## src/rtl/stair_pkg.sv

```systemverilog
package stair_pkg;

   typedef enum logic {
      ST_IDLE = 1'b0,
      ST_RUN  = 1'b1
   } stair_state_e;

   localparam int unsigned DEF_MIN_MS = 100;
   localparam int unsigned DEF_MAX_MS = 5000;
   localparam int unsigned DEF_LVL_W  = 8;
   localparam int unsigned DEF_CHAN_N = 4;
   localparam int unsigned DEF_IN_W   = 16;

endpackage

```

## src/rtl/stair_cfg.sv

```systemverilog
module stair_cfg #(
   parameter int unsigned IN_W   = 16,
   parameter int unsigned CNT_W  = 13,
   parameter int unsigned LVL_W  = 8,
   parameter int unsigned CH_W   = 2,
   parameter int unsigned MIN_MS = 100,
   parameter int unsigned MAX_MS = 5000
) (
   input  logic             clk,
   input  logic             rst_n,
   input  logic             we,
   input  logic [IN_W-1:0]  interval_in,
   input  logic [LVL_W-1:0] incr_in,
   input  logic [CH_W-1:0]  chan_in,
   output logic [CNT_W-1:0] interval_o,
   output logic [LVL_W-1:0] incr_o,
   output logic [CH_W-1:0]  chan_o,
   output logic             clamp_o
);

   localparam logic [IN_W-1:0]  LO_IN  = IN_W'(MIN_MS);
   localparam logic [IN_W-1:0]  HI_IN  = IN_W'(MAX_MS);
   localparam logic [CNT_W-1:0] LO_CNT = CNT_W'(MIN_MS);
   localparam logic [CNT_W-1:0] HI_CNT = CNT_W'(MAX_MS);

   logic             below, above;
   logic [CNT_W-1:0] legal;

   always_comb begin
      below = interval_in < LO_IN;
      above = interval_in > HI_IN;
      if (below)      legal = LO_CNT;
      else if (above) legal = HI_CNT;
      else            legal = interval_in[CNT_W-1:0];
   end

   always_ff @(posedge clk or negedge rst_n) begin
      if (!rst_n) begin
         interval_o <= LO_CNT;
         incr_o     <= LVL_W'(1);
         chan_o     <= '0;
         clamp_o    <= 1'b0;
      end else if (we) begin
         interval_o <= legal;
         incr_o     <= incr_in;
         chan_o     <= chan_in;
         clamp_o    <= below | above;
      end
   end

   p_interval_legal_r2: assert property (@(posedge clk) disable iff (!rst_n)
      (interval_o >= LO_CNT) && (interval_o <= HI_CNT));

   p_clamp_low_r2: assert property (@(posedge clk) disable iff (!rst_n)
      (we && (interval_in < LO_IN)) |=> (clamp_o && (interval_o == LO_CNT)));

   p_clamp_high_r2: assert property (@(posedge clk) disable iff (!rst_n)
      (we && (interval_in > HI_IN)) |=> (clamp_o && (interval_o == HI_CNT)));

endmodule

```

## src/rtl/stair_interval.sv

```systemverilog
module stair_interval
   import stair_pkg::*;
#(
   parameter int unsigned CNT_W = 13
) (
   input  logic             clk,
   input  logic             rst_n,
   input  logic             start,
   input  logic             halt,
   input  logic             tick,
   input  logic [CNT_W-1:0] interval_i,
   output logic             fire_o,
   output logic             strobe_o,
   output logic             running_o
);

   stair_state_e     state;
   logic [CNT_W-1:0] span_q;
   logic [CNT_W-1:0] cnt_q;
   logic             last;

   assign last      = (cnt_q == (span_q - CNT_W'(1)));
   assign running_o = (state == ST_RUN);
   assign fire_o    = running_o & tick & ~start & ~halt & last;

   always_ff @(posedge clk or negedge rst_n) begin
      if (!rst_n) begin
         state  <= ST_IDLE;
         span_q <= CNT_W'(DEF_MIN_MS);
         cnt_q  <= '0;
      end else if (start) begin
         state  <= ST_RUN;
         span_q <= interval_i;
         cnt_q  <= '0;
      end else if (halt) begin
         state  <= ST_IDLE;
         cnt_q  <= '0;
      end else if (running_o && tick) begin
         cnt_q  <= last ? '0 : cnt_q + CNT_W'(1);
      end
   end

   always_ff @(posedge clk or negedge rst_n) begin
      if (!rst_n) strobe_o <= 1'b0;
      else        strobe_o <= fire_o;
   end

   p_count_bound_r3: assert property (@(posedge clk) disable iff (!rst_n)
      running_o |-> (cnt_q < span_q));

   p_strobe_src_r7: assert property (@(posedge clk) disable iff (!rst_n)
      strobe_o |-> ($past(running_o) && $past(tick) && !$past(halt)));

   p_restart_r9: assert property (@(posedge clk) disable iff (!rst_n)
      start |=> (running_o && (cnt_q == '0) && !strobe_o));

endmodule

```

## src/rtl/stair_level.sv

```systemverilog
module stair_level #(
   parameter int unsigned LVL_W  = 8,
   parameter int unsigned CHAN_N = 4,
   parameter int unsigned CH_W   = 2
) (
   input  logic              clk,
   input  logic              rst_n,
   input  logic              start,
   input  logic              fire,
   input  logic              strobe,
   input  logic [LVL_W-1:0]  incr_i,
   input  logic [CH_W-1:0]   chan_i,
   output logic [LVL_W-1:0]  level_o,
   output logic [CH_W-1:0]   chan_o,
   output logic [CHAN_N-1:0] sel_o
);

   logic [LVL_W-1:0] inc_q;
   logic [LVL_W:0]   sum;
   logic [LVL_W-1:0] nxt;

   assign sum = {1'b0, level_o} + {1'b0, inc_q};
   assign nxt = sum[LVL_W] ? '0 : sum[LVL_W-1:0];

   always_ff @(posedge clk or negedge rst_n) begin
      if (!rst_n) begin
         level_o <= '0;
         inc_q   <= '0;
         chan_o  <= '0;
      end else if (start) begin
         level_o <= '0;
         inc_q   <= incr_i;
         chan_o  <= chan_i;
      end else if (fire) begin
         level_o <= nxt;
      end
   end

   for (genvar g = 0; g < CHAN_N; g++) begin : g_sel
      assign sel_o[g] = strobe && (chan_o == CH_W'(g));
   end

   p_start_zero_r9: assert property (@(posedge clk) disable iff (!rst_n)
      start |=> (level_o == '0));

   p_hold_r7: assert property (@(posedge clk) disable iff (!rst_n)
      (!start && !fire) |=> $stable(level_o));

   p_step_nodrop_r4: assert property (@(posedge clk) disable iff (!rst_n)
      (fire && !start && !sum[LVL_W]) |=> (level_o >= $past(level_o)));

endmodule

```

## src/rtl/stair_ramp.sv

```systemverilog
module stair_ramp
   import stair_pkg::*;
#(
   parameter int unsigned IN_W   = DEF_IN_W,
   parameter int unsigned LVL_W  = DEF_LVL_W,
   parameter int unsigned CHAN_N = DEF_CHAN_N,
   parameter int unsigned MIN_MS = DEF_MIN_MS,
   parameter int unsigned MAX_MS = DEF_MAX_MS,
   localparam int unsigned CH_W  = $clog2(CHAN_N),
   localparam int unsigned CNT_W = $clog2(MAX_MS + 1)
) (
   input  logic              clk,
   input  logic              rst_n,
   input  logic              cfg_we,
   input  logic [IN_W-1:0]   cfg_interval_ms,
   input  logic [LVL_W-1:0]  cfg_step,
   input  logic [CH_W-1:0]   cfg_chan,
   input  logic              run,
   input  logic              stop,
   input  logic              ms_tick,
   output logic              cfg_clamped,
   output logic              busy,
   output logic              upd_valid,
   output logic [CH_W-1:0]   upd_chan,
   output logic [CHAN_N-1:0] upd_sel,
   output logic [LVL_W-1:0]  upd_level
);

   if (CHAN_N < 2) begin : g_bad_chan
      $error("stair_ramp: CHAN_N must be at least 2");
   end
   if (MIN_MS < 1 || MIN_MS > MAX_MS) begin : g_bad_range
      $error("stair_ramp: need 1 <= MIN_MS <= MAX_MS");
   end
   if (IN_W < CNT_W) begin : g_bad_inw
      $error("stair_ramp: IN_W narrower than interval counter");
   end
   if (LVL_W < 2) begin : g_bad_lvl
      $error("stair_ramp: LVL_W too small");
   end

   logic [CNT_W-1:0] cur_interval;
   logic [LVL_W-1:0] cur_incr;
   logic [CH_W-1:0]  cur_chan;
   logic             start, fire;

   assign start = run & ~stop;

   stair_cfg #(
      .IN_W  (IN_W),
      .CNT_W (CNT_W),
      .LVL_W (LVL_W),
      .CH_W  (CH_W),
      .MIN_MS(MIN_MS),
      .MAX_MS(MAX_MS)
   ) u_cfg (
      .clk        (clk),
      .rst_n      (rst_n),
      .we         (cfg_we),
      .interval_in(cfg_interval_ms),
      .incr_in    (cfg_step),
      .chan_in    (cfg_chan),
      .interval_o (cur_interval),
      .incr_o     (cur_incr),
      .chan_o     (cur_chan),
      .clamp_o    (cfg_clamped)
   );

   stair_interval #(
      .CNT_W(CNT_W)
   ) u_interval (
      .clk       (clk),
      .rst_n     (rst_n),
      .start     (start),
      .halt      (stop),
      .tick      (ms_tick),
      .interval_i(cur_interval),
      .fire_o    (fire),
      .strobe_o  (upd_valid),
      .running_o (busy)
   );

   stair_level #(
      .LVL_W (LVL_W),
      .CHAN_N(CHAN_N),
      .CH_W  (CH_W)
   ) u_level (
      .clk    (clk),
      .rst_n  (rst_n),
      .start  (start),
      .fire   (fire),
      .strobe (upd_valid),
      .incr_i (cur_incr),
      .chan_i (cur_chan),
      .level_o(upd_level),
      .chan_o (upd_chan),
      .sel_o  (upd_sel)
   );

   p_sel_onehot_r10: assert property (@(posedge clk) disable iff (!rst_n)
      $onehot0(upd_sel));

   p_sel_strobe_r10: assert property (@(posedge clk) disable iff (!rst_n)
      ((upd_sel != '0) == upd_valid));

   p_stop_wins_r7: assert property (@(posedge clk) disable iff (!rst_n)
      stop |=> (!busy && !upd_valid));

endmodule

```

## config.mk

```make
export PLATFORM = sky130hd
export DESIGN_NAME = stair_ramp
export DESIGN_NICKNAME = d
export VERILOG_FILES = /design/src/rtl/stair_pkg.sv /design/src/rtl/stair_cfg.sv /design/src/rtl/stair_interval.sv /design/src/rtl/stair_level.sv /design/src/rtl/stair_ramp.sv
export SDC_FILE = /design/constraint.sdc
export NUM_CORES = 1
export LEC_CHECK = 0
export CORE_MARGIN = 2
export CORE_UTILIZATION = 45
export CTS_BUF_LIST = sky130_fd_sc_hd__clkbuf_4
export DETAILED_ROUTE_END_ITERATION = 10
export DONT_BUFFER_PORTS = 1
export SYNTH_ARGS = -nofsm -noshare
export SYNTH_HDL_FRONTEND = slang
export SYNTH_HIERARCHICAL = 1
export SYNTH_SLANG_ARGS = --single-unit
export TNS_END_PERCENT = 5
```

## constraint.sdc

```tcl
create_clock -name clk -period 3.27 [get_ports clk]
set_input_delay 0.654 -clock clk [delete_from_list [all_inputs] [get_ports clk]]
set_output_delay 0.654 -clock clk [all_outputs]
set_load 0.03 [all_outputs]
```

== After elaboration in Yosys (flattened, before gate mapping) ==
Index checks and enable logic that the tools add are counted.
Storage, ports and cells
  input bits: 32
  output and inout bits: 17
  register bits: 70
Cells by class
  reduce and logical (&&, ||, !) cells: 9
  $lt $le $gt $ge: 2
  add/subtract/negate cells: 3
  equality and inequality tests: 4
  bitwise operators: 8
  multiplexer cells: 11
Operator list (count)
  $mux W13: 6
  $mux W8: 3
  $gt A16 B13 Y1 const B: 1
  $lt A16 B7 Y1 const B: 1
  $add A13 B1 Y13 const B: 1
  $eq A13 B13 Y1: 1
  $sub A13 B1 Y13 const B: 1
  $add A8 B8 Y9: 1
  $and A1 B1 Y1: 5
  $logic_and A1 B1 Y1: 5
  $eq A2 B2 Y1 const B: 2
  $reduce_bool A2 Y1: 2
  $reduce_bool A3 Y1: 1
  $eq A2 B1 Y1 const B: 1
  $logic_not A2 Y1: 1
  $mux W1: 2
  $not A1 Y1: 2
  $or A1 B1 Y1: 1

== Longest topological paths before layout ==
Gate-level depths: netlist of run 1.
  depth after elaboration: 8
  gate-level depth with buffers: 12
  mapped depth without buffers: 11

== Cells and area by module ==
Netlist of run 1, hierarchy kept.
By module, submodules not included
  stair_interval: area each 2037.0 um^2, cells each 241, seq. area each 704.4 um^2, times used 1
  stair_cfg: area each 1053.5 um^2, cells each 84, seq. area each 605.6 um^2, times used 1
  stair_level: area each 991.0 um^2, cells each 79, seq. area each 450.4 um^2, times used 1
  stair_ramp: area each 13.8 um^2, cells each 1, seq. area each 0.0 um^2, times used 1

== Worst setup path after synthesis of run 1 ==
OpenSTA, ideal clock, no wires.
  kind: register to register
  from: register u_interval.span_q[0]
  to: register u_level.level_o[7]
  arrival: 2.686 ns
  stages on the path, launching flop included: 12
  buffers on the path: 1
  setup slack: 0.515 ns
  clock period less this slack: 2.755 ns
  cells stage by stage: dfrtp_1 -> inv_1 -> ha_1 -> or3b_1 -> buf_2 -> nor4_1 -> a22oi_2 -> nand3b_1 -> nor4_1 -> nand3_1 -> a31oi_4 -> a32o_1
Between the ends
  longest elaborated chain between the ends: 4
Ends and longest elaborated chain
  from (decl): RTL line stair_interval.sv:18  | logic [CNT_W-1:0] span_q;
  from (signal assigned): RTL line stair_interval.sv:29  | span_q <= CNT_W'(DEF_MIN_MS);
  from (signal assigned): RTL line stair_interval.sv:33  | span_q <= interval_i;
  $sub A13 B1 Y13: RTL line stair_interval.sv:22  | assign last = (cnt_q == (span_q - CNT_W'(1)));
  $eq A13 B13 Y1: RTL line stair_interval.sv:22
  $and A1 B1 Y1: RTL line stair_interval.sv:24  | assign fire_o = running_o & tick & ~start & ~halt & last;
  via fire: RTL line stair_ramp.sv:45  | logic start, fire;
  $reduce_bool A2 Y1 (no source line)
  to (signal assigned): RTL line stair_level.sv:35  | level_o <= nxt;
  to (decl): RTL line stair_level.sv:13  | output logic [LVL_W-1:0] level_o,
The timed path passes the listed nets, and every way through them passes these cells.
A chain may end at the register's enable or synchronous reset.

== Worst setup path after layout of run 1 ==
Ends and elaborated chain as after synthesis.

==> impl_metrics.json, run 1 <==
{
  "status": "completed",
  "hold_path.class": "input port to asynchronous set/reset pin",
  "die_w_um": 99.4,
  "multi_input_area_um2": 2210,
  "ys_types": 69,
  "clkSlewWorstSetupHoldPaths_ps": 130,
  "hold_viol": 0,
  "vias": 3037,
  "gp_congestion": 0.872,
  "die_h_um": 99.4,
  "fin_setup_tns_ps": 0,
  "syn2layout_area_growth_pct": 6.23,
  "fmax_mhz": 333,
  "io_pins": 49,
  "hpwl_um": 6400,
  "reg2reg_depth": 9,
  "wl_per_cell_um": 17.4,
  "postRouteAntennaNets": 0,
  "clock-skew-final_ps": 21.5,
  "arrival_ps": 3370,
  "cp-end-kind": "flop",
  "criticalPathCategory": "flop to flop",
  "grt.total_usage_pct": 19.0,
  "synth_area_um2": 4100,
  "r2r-start": "u_interval/span_q[0]",
  "rsz0062_at_grt": "false",
  "grt_first_pass_wirelength_um": 15000,
  "cts_tree": "done",
  "drt-vias-per-instance": 5.87,
  "worst_pin_slew_ps": 659,
  "drc": 0,
  "seq_area_frac_synth_pct": 43.0,
  "leakage_nw": 1.80,
  "clockBufferDepth": 2,
  "cap_viol_max_count": 0,
  "grt_max_degree": 64,
  "ir_worst_vdd_mv": 0.312,
  "regArea_um2": 1760,
  "cts.sink_count": 70,
  "yosysWarningCount": 6,
  "dpl_cell_area_um2": 4180,
  "wirelength_um": 8980,
  "rows": 34,
  "io_buffers": 0,
  "antenna_cells": 0,
  "clk_latency_ps": 420,
  "fin_crit_ps": 3000,
  "r2r_end": "u_level/level_o[7]",
  "htree_levels": 3,
  "dr.pass1.iters": 4,
  "die-area_um2": 9880,
  "critPathMaxFanout": 13,
  "power_mw": 1.88,
  "synth-seq-cells": 70,
  "floorplan.initialDensity_pct": 46.7,
  "grt_pass1_vias": 2999,
  "syn_inst": 405,
  "ys.flop_type": "dfrtp_1",
  "synth_edf_count": 0,
  "required_ps": 3640,
  "start_kind": "flop",
  "gr-total-overflow": 0,
  "antenna_found_initial": 0,
  "cts_setup_buffers": 0,
  "cts-root-buf": "clkbuf_4",
  "fillers": 812,
  "cts_buffers": 9,
  "slew_viol_final": 0,
  "design.core.area_um2": 8760,
  "drt_iter0_markers": 162,
  "design_area_um2": 4350,
  "nNetsFinal": 447,
  "powerDensity_nw_per_um2": 432,
  "min_period_over_period_pct": 91.8,
  "setup_viol": 0,
  "synth_nets": 448,
  "drive_gt1_share_pct": 21.5,
  "async_reset_ff_share_pct": 100,
  "slew_headroom_pct": 55.9,
  "avgSynthCellArea_um2": 10.1,
  "rrSetupSlack_ps": 270
}
## placed cells by master (no fill, tap or decap), types with 3 or more instances in the layout
cell / n
nor3_1: 14
inv_1: 5
dfrtp_1: 63
o21ai_0: 11
nand2_1: 41
a211oi_1: 5
nor2b_1: 6
xor2_1: 8
a21o_1: 4
a21oi_1: 13
nor2_1: 28
mux2_2: 31
a22o_1: 6
a21oi_2: 3
a32o_1: 6
clkinvlp_4: 3
clkbuf_4: 10
xnor2_1: 14
o2bb2ai_1: 6
nor4_1: 8
ha_1: 10
and3_1: 10
buf_4: 8
nand4_1: 5
nor3b_1: 5
or3_1: 7
dfstp_2: 7
nand3_1: 13
or2_2: 7
o211ai_1: 3
o21ai_1: 3
## kinds of logic (layout without fill, tap and decap cells)
kind of cell    Yosys count  after routing  share of synthesized area (%)
compound gates           81             81                           15.7
fa+ha+maj                11             11                           3.54
buf+inv                  28             32                           3.24
xor+xnor                 22             22                           4.71
mux                      33             33                           9.01
flops                    70             70                           43.0
simple gates            160            160                           20.8
## timing repair
action,4_1_cts,5_1_grt
hold buffers,1,1
gates resized for setup,0,2
endpoints found under the hold margin,63,1
setup endpoints to repair,0,7
## worst max-delay path by stage
stage          cells after the start                  to            startpoint  slack (ps)
6_report                           9  u_level/level_o[7]  u_interval/span_q[0]         270
5_1_grt                           11  u_level/level_o[0]  u_interval/span_q[0]          50
4_1_cts                           11  u_level/level_o[7]  u_interval/span_q[0]         190
3_5_place_dp                      12  u_level/level_o[7]  u_interval/span_q[0]         210
3_3_place_gp                      11  u_level/level_o[7]  u_interval/span_q[0]         280
2_1_floorplan                     11  u_level/level_o[7]  u_interval/span_q[0]         520
## routing by layer
| layer | track usage, % | share of wire, % | vias up |
|---|---|---|---|
| met4 | 4.74 | 1.0 | 0 |
| met3 | 5.55 | 5.1 | 7 |
| met2 | 30.5 | 47 | 65 |
| met5 | 0 | 0 | - |
| met1 | 25.6 | 47 | 1477 |
| li1 | - | - | 1488 |
## flip-flops by register name, indices dropped and copies added (netlist names), 2 cells and up
signal	count
u_level/chan_o	2
u_level/level_o	8
u_interval/span_q	13
u_cfg/incr_o	8
u_cfg/chan_o	2
u_level/inc_q	8
u_interval/cnt_q	13
u_cfg/interval_o	13
## critical path, cell delays in order (launching register included)
cell and delay [ps]:
dfrtp_1 460, or4_4 650, or3_1 390, o211ai_1 260
nand2_1 110, nor4_2 340, buf_4 180, nand3_1 120
a31oi_4 260, a32o_1 190
## area by class of cell
type / count / area share (%)
flip-flops and latches: 70 / 40.5
clock inverters: 6 / 1.12
well taps: 108 / 3.11
clock buffers: 10 / 1.73
multi-input cells: 307 / 50.8
inverters: 6 / 0.518
repair buffers: 10 / 2.24
## power by group
group | internal [mW] | leakage, nW | switching, mW | total (mW)
logic | 0.172 | 0.871 | 0.188 | 0.360
registers | 0.938 | 0.869 | 0.0861 | 1.02
clock network | 0.169 | 0.0592 | 0.326 | 0.496
total | 1.28 | 1.80 | 0.601 | 1.88
## per-stage QoR
stage          util [%]  worst slack, ps  hold WS [ps]  instances
2_1_floorplan         -              515           358        405
3_3_place_gp       47.7              284           362        499
3_5_place_dp       47.7              212           361        499
4_1_cts            49.4              189          22.6        516
5_1_grt            49.6             47.7          7.16        517
6_report           49.6              268          65.4        517
## Yosys cell counts (3+ instances only)
cell / number / share of area (%)
a211oi_1: 5 / 0.92
a21o_1: 4 / 0.73
a21oi_1: 13 / 1.6
a21oi_2: 3 / 0.64
a22o_1: 6 / 1.3
a32o_1: 6 / 1.5
and3_1: 10 / 1.5
buf_2: 3 / 0.37
buf_6: 3 / 0.82
clkbuf_1: 14 / 1.3
dfrtp_1: 63 / 38
dfstp_2: 7 / 4.5
ha_1: 10 / 3.1
inv_1: 5 / 0.46
mux2_2: 31 / 8.5
nand2_1: 41 / 3.8
nand3_1: 13 / 1.6
nand4_1: 5 / 0.76
nor2_1: 28 / 2.6
nor2b_1: 6 / 0.92
nor3_1: 14 / 1.7
nor3b_1: 5 / 0.92
nor4_1: 9 / 1.4
o211ai_1: 3 / 0.55
o21ai_0: 11 / 1.3
o21ai_1: 3 / 0.37
o2bb2ai_1: 6 / 1.3
or2_2: 7 / 1.1
or3_1: 7 / 1.1
xnor2_1: 14 / 3.0
xor2_1: 8 / 1.7
Note: power is estimated with default switching activity, not from simulation.
==> inputs of run 2 (changes only) <==
- ABC_AREA: unset -> 1
- RECOVER_POWER: unset -> 50
==> run 2 against run 1 <==
The flow now finishes with violations (capacitance limit, slew limit). Utilization fell by 1.3 points. Count of clock-buffer cells in the layout fell by 1. Synthesized cell count rose by 45%. Fmax rose by 18%. Cell count rose by 36%. First-iteration DRC count fell by 1.2%. Sequential share of layout area fell by 0.68 points. Register-to-register slack improved by 630 ps. Wire length fell by 2.1%. Combinational power fell by 8.1%. Critical path type is now flop to output port. Critical endpoint is now upd_sel[3]. Largest power group unchanged.
==> impl_metrics.json, run 2 <==
{
  "status": "complete, but fails checks",
  "violations": "capacitance limit, slew limit",
  "rows": 35,
  "hold_viol": 0,
  "start_kind": "flop",
  "die-area_um2": 10100,
  "min_period_over_period_pct": 77.7,
  "vias": 3496,
  "slew_headroom_pct": -8.07,
  "gr-total-overflow": 0,
  "cts.sink_count": 70,
  "grt.total_usage_pct": 19.3,
  "postRouteAntennaNets": 0,
  "cts_setup_buffers": 0,
  "drt_iter0_markers": 160,
  "use_met1_pct": 26.4,
  "clock-skew-final_ps": 13.1,
  "ys_types": 33,
  "power_frac_comb_pct": 17.5,
  "synth-simple-area-share_pct": 38.4,
  "fin_setup_tns_ps": 0,
  "synth.largest_area_cell": "dfrtp_1",
  "syn_inst": 587,
  "p_int_mw": 1.29,
  "regArea_um2": 1760,
  "yosysWarningCount": 6,
  "rrSetupSlack_ps": 900,
  "fillers": 957,
  "clkSlewWorstSetupHoldPaths_ps": 130,
  "setup.worst_path.end": "upd_sel[3]",
  "grt.busiest_layer": "met2",
  "rsz0062_at_grt": "false",
  "clkPwrFrac_pct": 30.1,
  "netlist.area_leader.share_pct": 37.5,
  "synth_xor_area_share_pct": 2.09,
  "clk_latency_ps": 410,
  "critPathLaunch": "u_level/chan_o[0]",
  "cts_buffers": 9,
  "htree_levels": 3,
  "drt-vias-per-instance": 4.97,
  "synth_compound_area_share_pct": 4.29,
  "r2r-start": "u_interval/span_q[0]",
  "grt_util_met3_pct": 4.85,
  "grt_max_degree": 64,
  "hpwl_um": 6410,
  "multi_input_area_um2": 2120,
  "sequentialPowerShare_pct": 52.4,
  "swShare_pct": 31.9,
  "met2_usage_pct": 30.7,
  "antenna_found_initial": 0,
  "synth_edf_count": 0,
  "r2r_end": "u_level/level_o[2]",
  "die_w_um": 101,
  "critPathMaxFanout": 4,
  "io_buffers": 0,
  "powerDensity_nw_per_um2": 427,
  "synth_area_um2": 4200,
  "fmax_mhz": 394,
  "fin_crit_ps": 2540,
  "nNetsFinal": 631,
  "drc": 0,
  "synth.most_common_cell": "nand2_1",
  "grt_pass1_vias": 3406,
  "yosys-top-cells-count": "nand2_1 (236), dfrtp_1 (63), inv_1 (62)",
  "final_cell_mix": "nand2_1 (236), dfrtp_1 (63), inv_1 (62), nor2_1 (45), nand3_1 (34)",
  "setup_viol": 0,
  "wirelength_um": 8790,
  "die_h_um": 101,
  "cap_viol_max_count": 2,
  "design.core.area_um2": 9150,
  "worst_pin_slew_ps": 1620,
  "cts-root-buf": "clkbuf_4",
  "criticalPathCategory": "flop to output port",
  "slew_viol_final": 105,
  "synth_nets": 630,
  "gp_congestion": 0.845,
  "dr.pass1.iters": 5,
  "avgSynthCellArea_um2": 7.16,
  "syn2layout_area_growth_pct": 5.33,
  "wl_per_cell_um": 12.5,
  "switchingPower_mw": 0.604,
  "antenna_cells": 0,
  "arrival_ps": 1890,
  "ir_worst_vdd_mv": 0.226,
  "synth_top_family_by_area": "simple AND/OR/NAND/NOR gates",
  "drive_gt1_share_pct": 12.6,
  "hold_ws_ps": 64.3,
  "top_regs": "u_cfg/interval_o (13), u_interval/cnt_q (13), u_interval/span_q (13)",
  "synth-seq-cells": 70,
  "synthAdderAreaFrac_pct": 3.46,
  "seq_area_frac_synth_pct": 41.9,
  "synth.area.top_cells": "dfrtp_1 (38%), nand2_1 (21%), inv_1 (5.5%)",
  "async_reset_ff_share_pct": 100,
  "layout.cells.most_common": "nand2_1",
  "hold_path.class": "input port to asynchronous set/reset pin",
  "required_ps": 2620,
  "cts_tree": "done",
  "muxShareOfSynthArea_pct": 2.14,
  "leakage_nw": 2.26,
  "io_pins": 49,
  "cp-end-kind": "output port",
  "ys.flop_type": "dfrtp_1",
  "floorplan.initialDensity_pct": 45.9,
  "reg2reg_depth": 18,
  "grt_first_pass_wirelength_um": 15400,
  "clockBufferDepth": 2
}
## run 2: cell types whose count changed in the layout (fill, tap and decap cells not counted), moves of 8 or more
cell,change
nand2_1,+195
inv_1,+57
mux2_2,-23
nand3_1,+21
nand2_2,+18
nor2_1,+17
nor2_2,+11
and3_1,-10
nor4_1,-8
o21ai_0,+8
## run 2: power by group through the flow
| stage | clock, mW | sequential [mW] | combinational (mW) |
|---|---|---|---|
| 2_1_floorplan | 0 | 0.992 | 0.272 |
| 3_3_place_gp | 0 | 1.01 | 0.313 |
| 3_5_place_dp | 0 | 1.01 | 0.318 |
| 4_1_cts | 0.592 | 0.990 | 0.339 |
| 5_1_grt | 0.633 | 1.00 | 0.391 |
| 6_report | 0.569 | 0.990 | 0.331 |
## run 2: layout make-up
class | instances | area share (%)
clock inverters | 7 | 1.64
well taps | 111 | 3.14
clock buffers | 9 | 1.53
multi-input cells | 437 | 47.9
repair buffers | 3 | 0.368
inverters | 67 | 5.68
flip-flops and latches | 70 | 39.8
## run 2: worst max-delay path, cell delays in order (launching register included)
cell and delay, ps:
dfrtp_1 580, inv_1 140, nor3_1 760
## run 2: cell families (layout without fill, tap and decap cells)
logic type / after synthesis / after routing
XOR/XNOR: 10 / 10
adder cells (fa/ha/maj): 11 / 11
AO/OA/AOI/OAI: 36 / 36
flip-flops: 70 / 70
AND/OR/NAND/NOR: 372 / 372
multiplexers: 8 / 8
buffers and inverters: 80 / 86
## run 2: metal layers
layer / vias to the layer above / part of all wire [%]
met4: 0 / 1.1
met5: - / 0
met3: 7 / 5.6
met2: 68 / 44
met1: 1599 / 49
li1: 1822 / -
## run 2: how the worst min path moves through the flow
stage,cells after the start,to,start
CTS,0,u_cfg/interval_o[2],rst_n
detailed placement,0,u_level/level_o[0],rst_n
global placement,0,u_level/level_o[0],rst_n
global route,0,u_interval/span_q[2],rst_n
finish,0,u_cfg/interval_o[2],rst_n
floorplan,0,u_cfg/chan_o[0],rst_n
## run 2: metrics by stage
| stage | power (mW) | instance area (µm²) | util (%) | cells | worst slack [ps] |
|---|---|---|---|---|---|
| 3_5_place_dp | 1.32 | 4280 | 46.8 | 687 | 944 |
| 4_1_cts | 1.92 | 4450 | 48.6 | 704 | 690 |
| 6_report | 1.89 | 4420 | 48.3 | 704 | 729 |
| 2_1_floorplan | 1.26 | 4200 | - | 587 | 1080 |
| 3_3_place_gp | 1.32 | 4280 | 46.8 | 687 | 1030 |
| 5_1_grt | 2.02 | 4420 | 48.3 | 704 | 583 |
## run 2: timing repair
item                      4_1_cts  5_1_grt
resized for setup               0        0
hold endpoints to repair       63        0
hold buffers                    1        0
